## config.mk

```make
export PLATFORM = sky130hd
export DESIGN_NAME = flag_alu
export DESIGN_NICKNAME = d
export VERILOG_FILES = /design/src/rtl/flag_alu_pkg.sv /design/src/rtl/flag_alu_addsub.sv /design/src/rtl/flag_alu_logic.sv /design/src/rtl/flag_alu_shift.sv /design/src/rtl/flag_alu_merge.sv /design/src/rtl/flag_alu.sv
export SDC_FILE = /design/constraint.sdc
export NUM_CORES = 1
export LEC_CHECK = 0
export BUFFER_PORTS_ARGS = -buffer_cell sky130_fd_sc_hd__buf_2
export CORE_UTILIZATION = 33
export DETAILED_ROUTE_END_ITERATION = 12
export SLEW_MARGIN = 0
export SYNTH_ARGS = -nofsm -noshare
export SYNTH_HDL_FRONTEND = slang
export SYNTH_HIERARCHICAL = 1
export SYNTH_SLANG_ARGS = --single-unit
```

## constraint.sdc

```tcl
create_clock -name vclk -period 6.3
set_input_delay 1.26 -clock vclk [all_inputs]
set_output_delay 1.26 -clock vclk [all_outputs]
set_load 0.02 [all_outputs]
```

## src/rtl/flag_alu_pkg.sv

```systemverilog
package flag_alu_pkg;

  localparam int FL_C = 0;
  localparam int FL_Z = 1;
  localparam int FL_V = 6;
  localparam int FL_N = 7;
  localparam int ST_W = 8;

  typedef enum logic [3:0] {
    OP_ADC = 4'd0,
    OP_SBC = 4'd1,
    OP_AND = 4'd2,
    OP_ORA = 4'd3,
    OP_EOR = 4'd4,
    OP_ASL = 4'd5,
    OP_LSR = 4'd6,
    OP_ROL = 4'd7,
    OP_ROR = 4'd8,
    OP_INC = 4'd9,
    OP_DEC = 4'd10,
    OP_CMP = 4'd11,
    OP_BIT = 4'd12
  } alu_op_e;

  // Order: n, v, z, c
  typedef struct packed {
    logic n;
    logic v;
    logic z;
    logic c;
  } flag4_t;

  typedef enum logic [1:0] {
    LG_AND = 2'd0,
    LG_OR  = 2'd1,
    LG_XOR = 2'd2
  } logic_fn_e;

endpackage

```

## src/rtl/flag_alu_addsub.sv

```systemverilog
module flag_alu_addsub #(
  parameter int W = 8
) (
  input  logic [W-1:0] a,
  input  logic [W-1:0] b,
  input  logic         inv_b,
  input  logic         cin,
  output logic [W-1:0] sum,
  output logic         cout,
  output logic         ovf
);
  logic [W-1:0] b_eff;
  logic [W:0]   wide;

  always_comb begin
    b_eff = inv_b ? ~b : b;
    wide  = {1'b0, a} + {1'b0, b_eff} + {{W{1'b0}}, cin};
    sum   = wide[W-1:0];
    cout  = wide[W];
    // signed overflow: equal operand signs, different result sign
    ovf   = (a[W-1] == b_eff[W-1]) && (sum[W-1] != a[W-1]);
  end
endmodule

```

## src/rtl/flag_alu_logic.sv

```systemverilog
module flag_alu_logic
  import flag_alu_pkg::*;
#(
  parameter int W = 8
) (
  input  logic [W-1:0] a,
  input  logic [W-1:0] b,
  input  logic_fn_e    fn,
  output logic [W-1:0] res
);
  always_comb begin
    case (fn)
      LG_OR:   res = a | b;
      LG_XOR:  res = a ^ b;
      default: res = a & b;
    endcase
  end
endmodule

```

## src/rtl/flag_alu_shift.sv

```systemverilog
module flag_alu_shift #(
  parameter int W = 8
) (
  input  logic [W-1:0] a,
  input  logic         cin,
  input  logic         left,
  input  logic         rotate,
  output logic [W-1:0] res,
  output logic         cout
);
  logic fill;

  always_comb begin
    fill = rotate ? cin : 1'b0;
    if (left) begin
      res  = {a[W-2:0], fill};
      cout = a[W-1];
    end else begin
      res  = {fill, a[W-1:1]};
      cout = a[0];
    end
  end
endmodule

```

## src/rtl/flag_alu_merge.sv

```systemverilog
module flag_alu_merge
  import flag_alu_pkg::*;
(
  input  logic [ST_W-1:0] st_in,
  input  flag4_t          upd,
  input  flag4_t          val,
  output logic [ST_W-1:0] st_out
);
  localparam int NFL = 4;
  localparam int POS [NFL] = '{FL_C, FL_Z, FL_V, FL_N};

  logic [NFL-1:0] upd_v;
  logic [NFL-1:0] val_v;

  always_comb begin
    upd_v  = {upd.n, upd.v, upd.z, upd.c};
    val_v  = {val.n, val.v, val.z, val.c};
    st_out = st_in;
    for (int i = 0; i < NFL; i++) begin
      if (upd_v[i]) st_out[POS[i]] = val_v[i];
    end
  end
endmodule

```

## src/rtl/flag_alu.sv

```systemverilog
module flag_alu
  import flag_alu_pkg::*;
#(
  parameter int W = 8
) (
  input  logic [W-1:0]    op_a,
  input  logic [W-1:0]    op_b,
  input  logic [3:0]      op_sel,
  input  logic [ST_W-1:0] status_in,
  output logic [W-1:0]    result,
  output logic [ST_W-1:0] status_out,
  output logic            result_we
);
  localparam logic [W-1:0] ZERO = '0;

  alu_op_e   op;
  logic      c_in;

  logic [W-1:0] as_b;
  logic         as_inv;
  logic         as_cin;
  logic [W-1:0] as_sum;
  logic         as_cout;
  logic         as_ovf;

  logic_fn_e    lg_fn;
  logic [W-1:0] lg_res;

  logic         sh_left;
  logic         sh_rot;
  logic [W-1:0] sh_res;
  logic         sh_cout;

  flag4_t upd;
  flag4_t val;

  assign op   = alu_op_e'(op_sel);
  assign c_in = status_in[FL_C];

  // operand steering for the shared adder
  always_comb begin
    as_b   = op_b;
    as_inv = 1'b0;
    as_cin = c_in;
    case (op)
      OP_SBC: as_inv = 1'b1;
      OP_CMP: begin as_inv = 1'b1; as_cin = 1'b1; end
      OP_INC: begin as_b = ZERO;  as_cin = 1'b1; end
      OP_DEC: begin as_b = ~ZERO; as_cin = 1'b0; end
      default: ;
    endcase
  end

  always_comb begin
    case (op)
      OP_ORA:  lg_fn = LG_OR;
      OP_EOR:  lg_fn = LG_XOR;
      default: lg_fn = LG_AND;
    endcase
    sh_left = (op == OP_ASL) || (op == OP_ROL);
    sh_rot  = (op == OP_ROL) || (op == OP_ROR);
  end

  flag_alu_addsub #(.W(W)) u_addsub (
    .a(op_a), .b(as_b), .inv_b(as_inv), .cin(as_cin),
    .sum(as_sum), .cout(as_cout), .ovf(as_ovf)
  );

  flag_alu_logic #(.W(W)) u_logic (
    .a(op_a), .b(op_b), .fn(lg_fn), .res(lg_res)
  );

  flag_alu_shift #(.W(W)) u_shift (
    .a(op_a), .cin(c_in), .left(sh_left), .rotate(sh_rot),
    .res(sh_res), .cout(sh_cout)
  );

  // result select and per-operation flag subset
  always_comb begin
    result    = op_a;
    result_we = 1'b0;
    upd       = '0;
    val       = '0;
    case (op)
      OP_ADC, OP_SBC: begin
        result    = as_sum;
        result_we = 1'b1;
        upd       = '{n: 1'b1, v: 1'b1, z: 1'b1, c: 1'b1};
        val       = '{n: as_sum[W-1], v: as_ovf, z: (as_sum == ZERO), c: as_cout};
      end
      OP_AND, OP_ORA, OP_EOR: begin
        result    = lg_res;
        result_we = 1'b1;
        upd       = '{n: 1'b1, v: 1'b0, z: 1'b1, c: 1'b0};
        val       = '{n: lg_res[W-1], v: 1'b0, z: (lg_res == ZERO), c: 1'b0};
      end
      OP_ASL, OP_LSR, OP_ROL, OP_ROR: begin
        result    = sh_res;
        result_we = 1'b1;
        upd       = '{n: 1'b1, v: 1'b0, z: 1'b1, c: 1'b1};
        val       = '{n: sh_res[W-1], v: 1'b0, z: (sh_res == ZERO), c: sh_cout};
      end
      OP_INC, OP_DEC: begin
        result    = as_sum;
        result_we = 1'b1;
        upd       = '{n: 1'b1, v: 1'b0, z: 1'b1, c: 1'b0};
        val       = '{n: as_sum[W-1], v: 1'b0, z: (as_sum == ZERO), c: 1'b0};
      end
      OP_CMP: begin
        result    = as_sum;
        upd       = '{n: 1'b1, v: 1'b0, z: 1'b1, c: 1'b1};
        val       = '{n: as_sum[W-1], v: 1'b0, z: (as_sum == ZERO), c: as_cout};
      end
      OP_BIT: begin
        result    = lg_res;
        upd       = '{n: 1'b1, v: 1'b1, z: 1'b1, c: 1'b0};
        val       = '{n: op_b[W-1], v: op_b[W-2], z: (lg_res == ZERO), c: 1'b0};
      end
      default: ;
    endcase
  end

  flag_alu_merge u_merge (
    .st_in(status_in), .upd(upd), .val(val), .st_out(status_out)
  );
endmodule

```

# Word level (Yosys, flattened, before mapping)
# Cells that the tools add are included.
# Widths: inputs -> output; s select.
# totals
input_bits,28
regBits,0
# op_classes
eq_ne,16
bitwise,4
n_mux,17
add_sub_neg,2
reduce_logical,18
# op_table
cell,n
$pmux 8 s2,2
$logic_not 8->1,3
$pmux 4 s6,1
$pmux 8 s3,1
$eq 4x4->1 const B,5
$eq 4x3->1 const B,4
$mux 8,2
$pmux 4 s4,1
$reduce_or 5->1,3
$reduce_or 11->1,1
$add 8x8->9,1
$add 9x1->9,1
$and 8x8->8,1
$eq 4x2->1 const B,2
$mux 1,8
$not 8->8,1
$or 8x8->8,1
$reduce_or 2->1,4
$reduce_or 4->1,2
$xor 8x8->8,1
$eq 4x1->1 const B,1
$logic_not 4->1,1
$pmux 2 s2,1
$reduce_or 3->1,1
7 further kinds,8

# Depth between registers and ports, before layout
# Gate-level depths: netlist (run 1).
# logic_depth
word_depth,10
ltp_mapped,16

# By module
# Netlist (run 1), hierarchy kept.
# by_module_without_submodules
module,cells_each,n_inst,area_each_um2,seq_area_each_um2
flag_alu,112,1,665.6,0.0
flag_alu_logic,70,1,481.7,0.0
flag_alu_addsub,60,1,473.0,0.0
flag_alu_shift,14,1,138.9,0.0
flag_alu_merge,8,1,90.1,0.0

# Least setup slack after synthesis (run 1)
# Ideal clock, no wire load.
# synth_timing
kind,input port to output port
start,in op_sel[2]
end,out status_out[0]
required_time_ns,5.040
t_arrival_ns,4.018
cell_stages,16
n_path_buf,2
path_slack_ns,1.022
cell_sequence,buf_6 -> buf_2 -> nor3_1 -> o21ai_0 -> nand2_1 -> xnor2_1 -> fa_1 -> fa_1 -> nor2b_1 -> o31a_1 -> o31ai_1 -> a21oi_1 -> nand4b_1 -> o21ai_0 -> a221o_1 -> mux2_4
# synth_lines
element,line_no,source
start: declaration,flag_alu.sv:8,"input logic [3:0] op_sel,"
end: declaration,flag_alu.sv:11,"output logic [ST_W-1:0] status_out,"

==> results of run 1 <==
[Yosys cell counts (6+ instances only)]
cell	n	area share
nand2_1	34	0.069
inv_1	31	0.063
ha_1	25	0.17
nor2_1	20	0.041
o21ai_0	16	0.043
nor2b_1	12	0.041
mux2_4	11	0.089
a21oi_1	10	0.027
a31oi_1	9	0.030
nand2b_1	9	0.030
xor2_1	8	0.038
a222oi_1	7	0.038
nand3_1	7	0.019
buf_2	6	0.016
nor4_1	6	0.020
[per-layer routing]
metal  share of wire  up-vias
li1                -      982
met1            0.48      868
met2            0.47       60
met3           0.043        6
met4          0.0047        0
met5               0        -
[through the flow]
stage | instance area [um2] | instances
finish | 2060 | 359
detailed placement | 2060 | 359
global route | 2060 | 359
CTS | 2060 | 359
floorplan | 1850 | 264
global placement | 2060 | 359
[critical path: stages]
cell and delay [ns]:
buf_2 0.26, nor2b_1 0.16, nor4b_2 0.55, xnor2_1 0.17
fa_1 0.44, fa_1 0.42, nor2b_1 0.16, o31a_1 0.18
o31ai_1 0.09, a21boi_1 0.16, nor4_1 0.23, nand3_1 0.11
nand3_1 0.12, mux2_4 0.14, buf_2 0.16
[power by group]
part | internal, mW | total [mW] | switching (mW)
clock | 0 | 0 | 0
sequential | 0 | 0 | 0
combinational | 0.0889 | 0.217 | 0.128
[path summary, 6_finish.rpt]
| kind | slack [ns] | to | start |
|---|---|---|---|
| max | 0.43 | status_out[1] | op_sel[3] |
| min | 2.52 | status_out[3] | status_in[3] |
[cells in the final DEF, fill, tap and decap left out, drive strengths merged, types with 2 or more instances in the layout]
cell	n
a222oi	7
buf	40
a211oi	2
o21a	3
ha	25
nor3	4
o21ai	17
mux2	13
nor2	20
a21boi	2
xnor2	2
a31oi	10
a21oi	12
nand3	7
fa	2
o31ai	2
nand2b	9
xor2	8
and2b	2
inv	32
nor4	6
nand2	34
nor2b	12
[cell type report]
class                      count  share of cell area
inverter                      32              0.0584
multi-input combinational    217               0.798
tap                           70              0.0426
timing repair buffer          40               0.101
[cell families (layout without fill, tap and decap cells)]
family          after synthesis  after routing  share of synthesized area
compound gates               65             65                      0.269
xor+xnor                     10             10                     0.0474
fa+ha+maj                    27             27                      0.191
buf+inv                      47             72                      0.116
mux                          13             13                      0.101
simple gates                102            102                      0.275
==> impl_metrics.toml, run 1 <==
[synthesis]
synth_nets = 319
ys_types = 54
synth_seq_area_share = 0
postSynthCellCount = 264
syn_area_mm2 = 0.00185
syn_avg_cell_area_um2 = 7.00
ys_warn_count = 6

[final_layout]
multi_input_area_mm2 = 0.00164
synthToLayoutAreaGrowth_pct = 11.2
seq_cells = 0
drive_above_1_share = 0.228
fin_util = 0.392
fill_cells = 559
n_antenna_cell = 0
nClkBuffers = 0
regArea_um2 = 0
layout.nets = 346

[grt]
met1_usage = 0.250
grt_pass1_wl_um = 8690
grt_max_degree = 22
met2_usage = 0.300
grt_overflow = 0
track_usage = 0.176
grt_pass1_vias = 1790
grtUsageMet3 = 0.00952
antenna_found_initial = 0
grt-busiest-layer = "met2"

[route]
dr.first_iter.drc_count = 161
routed_wl_um = 5110
vias = 1916
drt-vias-per-instance = 5.34
wire_per_inst_um = 14.2
detail_route.first_pass.iterations = 7
ant_nets = 0
drc = 0

[die]
fp.dieW_um = 76.9
boundaryPins = 45
die_h_um = 76.9
rows = 26
start_util = 0.353
die-area_mm2 = 0.00591
core-area_mm2 = 0.00524

[timing]
period_needed_ns = 5.87
relSlewSlack = 0.431
hold_viol = 0
holdWs_ns = 2.52
tns_ns = 0
finalCritPeriodShare = 0.932
slew_viol_final = 0
worst_slew_pin_slew_ns = 0.850
rsz0062_at_grt = "no"
fmax_mhz = 170
finalSetupViolCount = 0
setup_ws_ns = 0.429

[pwr]
irDropWorstVdd_uv = 30.4
power_density_mw_per_mm2 = 106
leakagePower_nw = 1.01
power_uw = 217

[place]
gp_congestion = 0.885
dp_hpwl_um = 4180
place_ws_ns = 0.427
portBuffers = 37

[critical_path]
cp_max_fo = 15
crit_path_end_kind = "output pin"
criticalPathCategory = "input port to output pin"
worstPathRequired_ns = 5.04
crit_path_start_kind = "input port"
worstPathArrival_ns = 4.61

[min_path]
min_path_type = "input port to output pin"
whs_path_depth = 0

[clock_network]
cts_setup_buffers = 0
ctsResizeCount = 0
hold_buffers = 0

[outcome]
outcome = "finished clean"

[job]
maxCapViolCount = 0
No activity file was read; power rests on OpenSTA's default activity.
==> run 2: changes to the inputs <==
--- a/config.mk
+++ b/config.mk
@@ -6,4 +6,5 @@
 export NUM_CORES = 1
 export LEC_CHECK = 0
+export ABC_CLOCK_PERIOD_IN_PS = 6300
 export BUFFER_PORTS_ARGS = -buffer_cell sky130_fd_sc_hd__buf_2
 export CORE_UTILIZATION = 33
==> constraint.sdc (replaced) <==
create_clock -name vclk -period 6.3
set_input_delay 0.315 -clock vclk [all_inputs]
set_output_delay 0.315 -clock vclk [all_outputs]
set_load 0.02 [all_outputs]
==> run 2 against run 1 <==
  * Combinational power about the same
  * Worst hold slack worse by 1.9 ns
  * Cell count down 0.84%
  * Global-route usage down 0.21 points
  * Sequential cell count unchanged
  * Highest routed layer is now met3
==> impl_metrics.toml, run 2 (synthesized netlist as in run 1, its figures left out) <==
[grt]
antenna_found_initial = 0
track_usage = 0.174
grt_overflow = 0
grt_pass1_wl_um = 8610
grt_pass1_vias = 1737
grt_max_degree = 25

[final_layout]
drive_above_1_share = 0.220
layout.nets = 343
n_antenna_cell = 0
seq_cells = 0
fill_cells = 570
synthToLayoutAreaGrowth_pct = 9.95
stdcell_count = 356
regArea_um2 = 0
mostFrequentLayoutCells = "37 x buf_2, 34 x nand2_1, 31 x inv_1"
layout_commonest_cell = "buf_2"
nClkBuffers = 0

[route]
routed_wl_um = 5130
dr.first_iter.drc_count = 125
detail_route.first_pass.iterations = 6
wire_per_inst_um = 14.4
ant_nets = 0
drc = 0
vias = 1876
drt-vias-per-instance = 5.27

[timing]
period_needed_ns = 4.41
rsz0062_at_grt = "no"
hold_viol = 0
finalCritPeriodShare = 0.699
relSlewSlack = 0.345
setup_ws_ns = 1.89
tns_ns = 0
slew_viol_final = 0
fmax_mhz = 227
worst_slew_pin_slew_ns = 0.980
finalSetupViolCount = 0

[clock_network]
ctsResizeCount = 0
hold_buffers = 0
cts_setup_buffers = 0

[critical_path]
max_stage_delay_ns = 0.87
crit_slowest_cell = "nor4b_2"
crit_path_start_kind = "input port"
criticalPathCategory = "input port to output pin"
worstPathArrival_ns = 4.09
cp_max_fo = 24
worstPathRequired_ns = 5.98
cp_cell_sequence = "buf_2 > nor2b_1 > nor4b_2 > xnor2_1 > fa_1 > fa_1 > nor2b_1 > o31a_1 > o31ai_1 > a21oi_1 > a2bb2oi_1 > nor3_1 > a221o_1 > mux2_4 > buf_2"
crit_path_end_kind = "output pin"

[job]
maxCapViolCount = 0

[outcome]
outcome = "finished clean"

[die]
die_h_um = 76.9
boundaryPins = 45
core-area_mm2 = 0.00524
fp.dieW_um = 76.9
start_util = 0.353
die-area_mm2 = 0.00591
rows = 26

[pwr]
power_density_mw_per_mm2 = 106
leakagePower_nw = 0.998
irDropWorstVdd_uv = 35.3

[min_path]
whs_path_depth = 0
min_path_type = "input port to output pin"

[place]
portBuffers = 37
gp_congestion = 0.822
dp_hpwl_um = 4170
place_inst = 356
place_ws_ns = 1.89
[run 2: cell types whose count changed in the layout (fill, tap and decap cells not counted)]
cell and change:
buf_4 -3
[run 2: critical path: cells and delay by family]
kind	cells	cell delay, ns
XOR/XNOR	1	0.20
buffers and inverters	2	0.38
multiplexers	1	0.14
AND/OR/NAND/NOR	4	1.43
AO/OA/AOI/OAI	5	0.76
adder cells (fa/ha/maj)	2	0.87
[run 2: routing by layer]
layer	vias up	track usage	part of all wire	wire length, um
met4	0	0	0	0
met3	0	0.00595	0.040	205
li1	970	-	-	-
met1	866	0.251	0.49	2520
met2	40	0.301	0.47	2400
met5	-	0	0	0
[run 2: worst paths after layout]
path	start	end	slack, ns
max	op_sel[1]	status_out[0]	1.89
min	status_in[3]	status_out[3]	0.63
[run 2: cell type report]
class | instances | area [um2] | area share
well taps | 70 | 87.6 | 0.0431
inverters | 32 | 120 | 0.0591
multi-input cells | 217 | 1640 | 0.807
repair buffers | 37 | 185 | 0.0911
[run 2: through the flow]
step	hold slack (ns)	instance area, um2	power [mW]	utilization
after detailed placement	0.630	2030	0.215	0.388
final	0.630	2030	0.216	0.388
after floorplan	0.743	1850	0.163	-
after global placement	0.630	2030	0.213	0.388
after CTS	0.630	2030	0.216	0.388
after global routing	0.630	2030	0.239	0.388
[run 2: power by group]
| group | leakage [nW] | internal (mW) | switching (mW) | total [mW] |
|---|---|---|---|---|
| Clock | 0 | 0 | 0 | 0 |
| Sequential | 0 | 0 | 0 | 0 |
| Combinational | 0.998 | 0.0877 | 0.128 | 0.216 |
| Total | 0.998 | 0.0877 | 0.128 | 0.216 |
==> run 3: changes to the inputs <==
ABC_AREA = 1   (was default)
ABC_CLOCK_PERIOD_IN_PS = 4480   (was 6300)
clock period = 4.48 ns   (was 6.3 ns; I/O delays follow)
==> run 3 against run 2 <==
  * Power rose by 23%
  * Cell count grew 26%
  * Combinational power increased by 23%
  * First-iteration DRC count rose by 15%
  * Wire length down 7.6%
  * Final area fell by 2.1%
==> impl_metrics.toml, run 3 <==
[outcome]
outcome = "finished clean"

[final_layout]
regArea_um2 = 0
n_antenna_cell = 0
fin_area_mm2 = 0.00199
seq_cells = 0
drive_above_1_share = 0.145
layout.nets = 436
nClkBuffers = 0
fin_util = 0.385
synthToLayoutAreaGrowth_pct = 11.3
layout_commonest_cell = "nand2_1"
stdcell_count = 449
mostFrequentLayoutCells = "169 x nand2_1, 57 x inv_1, 37 x buf_2"

[route]
ant_nets = 0
drc = 0
wire_per_inst_um = 10.6
drt-vias-per-instance = 4.52
dr.first_iter.drc_count = 144
vias = 2029
detail_route.first_pass.iterations = 5
routed_wl_um = 4740

[synthesis]
postSynthCellCount = 351
yosysMostFrequentCell = "nand2_1"
synth_nets = 406
yosysTopAreaCell = "nand2_1"
syn_avg_cell_area_um2 = 5.09
synth_seq_area_share = 0
ys_types = 24
ys_warn_count = 6
yosys-top-cells-area = "nand2_1 35%, ha_1 17%, inv_1 12%"
syn_area_mm2 = 0.00179
ys_top_cells_by_count = "169 x nand2_1, 57 x inv_1, 25 x ha_1, 22 x nor2_1"
synth_top_area_frac = 0.355

[min_path]
hp-start = "status_in[3]"
min_path_type = "input port to output pin"
whs_path_depth = 0

[clock_network]
cts_setup_buffers = 0
ctsResizeCount = 0
hold_buffers = 0

[die]
die-area_mm2 = 0.00572
boundaryPins = 45
core-area_mm2 = 0.00517
fp.dieW_um = 75.6
rows = 26
start_util = 0.346
die_h_um = 75.6

[critical_path]
crit_path_start_kind = "input port"
worstPathRequired_ns = 4.26
worstPathArrival_ns = 3.19
crit_path_start = "op_sel[3]"
criticalPathCategory = "input port to output pin"
crit_path_end_kind = "output pin"
cp_max_fo = 10

[pwr]
p_comb_frac = 1.000
pwr-share-seq = 0
irDropWorstVdd_uv = 48.3
power_density_mw_per_mm2 = 133
p_int_uw = 93.2
leakagePower_nw = 1.29
swShare = 0.648
power_uw = 265
clkPwrFrac = 0
netSwitchingPower_uw = 172

[timing]
finalSetupViolCount = 0
rsz0062_at_grt = "no"
hold_viol = 0
finalCritPeriodShare = 0.762
slew_viol_final = 0
holdWs_ns = 0.448
fmax_mhz = 293
worst_slew_pin_slew_ns = 0.694
relSlewSlack = 0.536
setup_ws_ns = 1.07
period_needed_ns = 3.41
tns_ns = 0

[grt]
antenna_found_initial = 0
grt_pass1_vias = 1696
grt_max_degree = 15
track_usage = 0.173
grt_overflow = 0
grt_pass1_wl_um = 7760

[place]
portBuffers = 37
dp_hpwl_um = 4040
gp_congestion = 1.01
place_ws_ns = 1.07
place_inst = 449
dpl_cell_area_mm2 = 0.00199

[job]
maxCapViolCount = 0
run 3: changes by cell type in the layout (fill, tap and decap cells not counted), sizes merged, moves of 7 or more:
cell    before  now
nand2       34  174
inv         32   61
mux2        13    0
nor2b       12    0
a31oi       10    0
nand4        1   11
nand2b       9    0
a21oi       12    4
a222oi       7    0
run 3: logic make-up (layout without fill, tap and decap cells):
kind of cell               count (synthesis)  count (layout)  share of synthesized area
AOI/OAI and AO/OA                         19              19                     0.0602
xor gates and xnor gates                  13              13                     0.0637
adders and majority gates                 27              27                      0.197
buffers and inverters                     71              99                      0.171
and+or+nand+nor                          221             221                      0.507
run 3: worst paths after layout:
check / to
setup / recovery: status_out[1]
hold / removal: status_out[3]
run 3: critical path, cell delays in order:
cell and delay (ns):
buf_2 0.12, inv_2 0.05, nor2_4 0.11, nand2_2 0.12, nor2_1 0.15, inv_1 0.07, o31ai_1 0.07, buf_4 0.22
xnor2_1 0.10, fa_1 0.41, fa_1 0.43, o21ai_2 0.21, nand2_1 0.11, nand3_1 0.08, nand2_1 0.07, nor2_1 0.08
nand2_1 0.05, nor2_1 0.10, nand2_1 0.06, nand3_1 0.09, nand2_1 0.05, nand2_1 0.06, buf_2 0.15
run 3: metal layers:
metal	vias up	global-route usage	share of wire
met3	0	0.00794	0.035
met4	0	0.00206	0
met1	875	0.247	0.49
met2	40	0.307	0.47
met5	-	0	0
li1	1114	-	-
run 3: power groups by stage:
stage	clock, mW	sequential [mW]	combinational (mW)
final	0	0	0.265
after global routing	0	0	0.304
after CTS	0	0	0.267
after detailed placement	0	0	0.266
after global placement	0	0	0.264
after floorplan	0	0	0.196
run 3: final cells by class:
cell class         count  area (um2)
multi-input cells    280        1480
inverters             61         229
repair buffers        38         193
well taps             70        87.6
fillers              619        3180
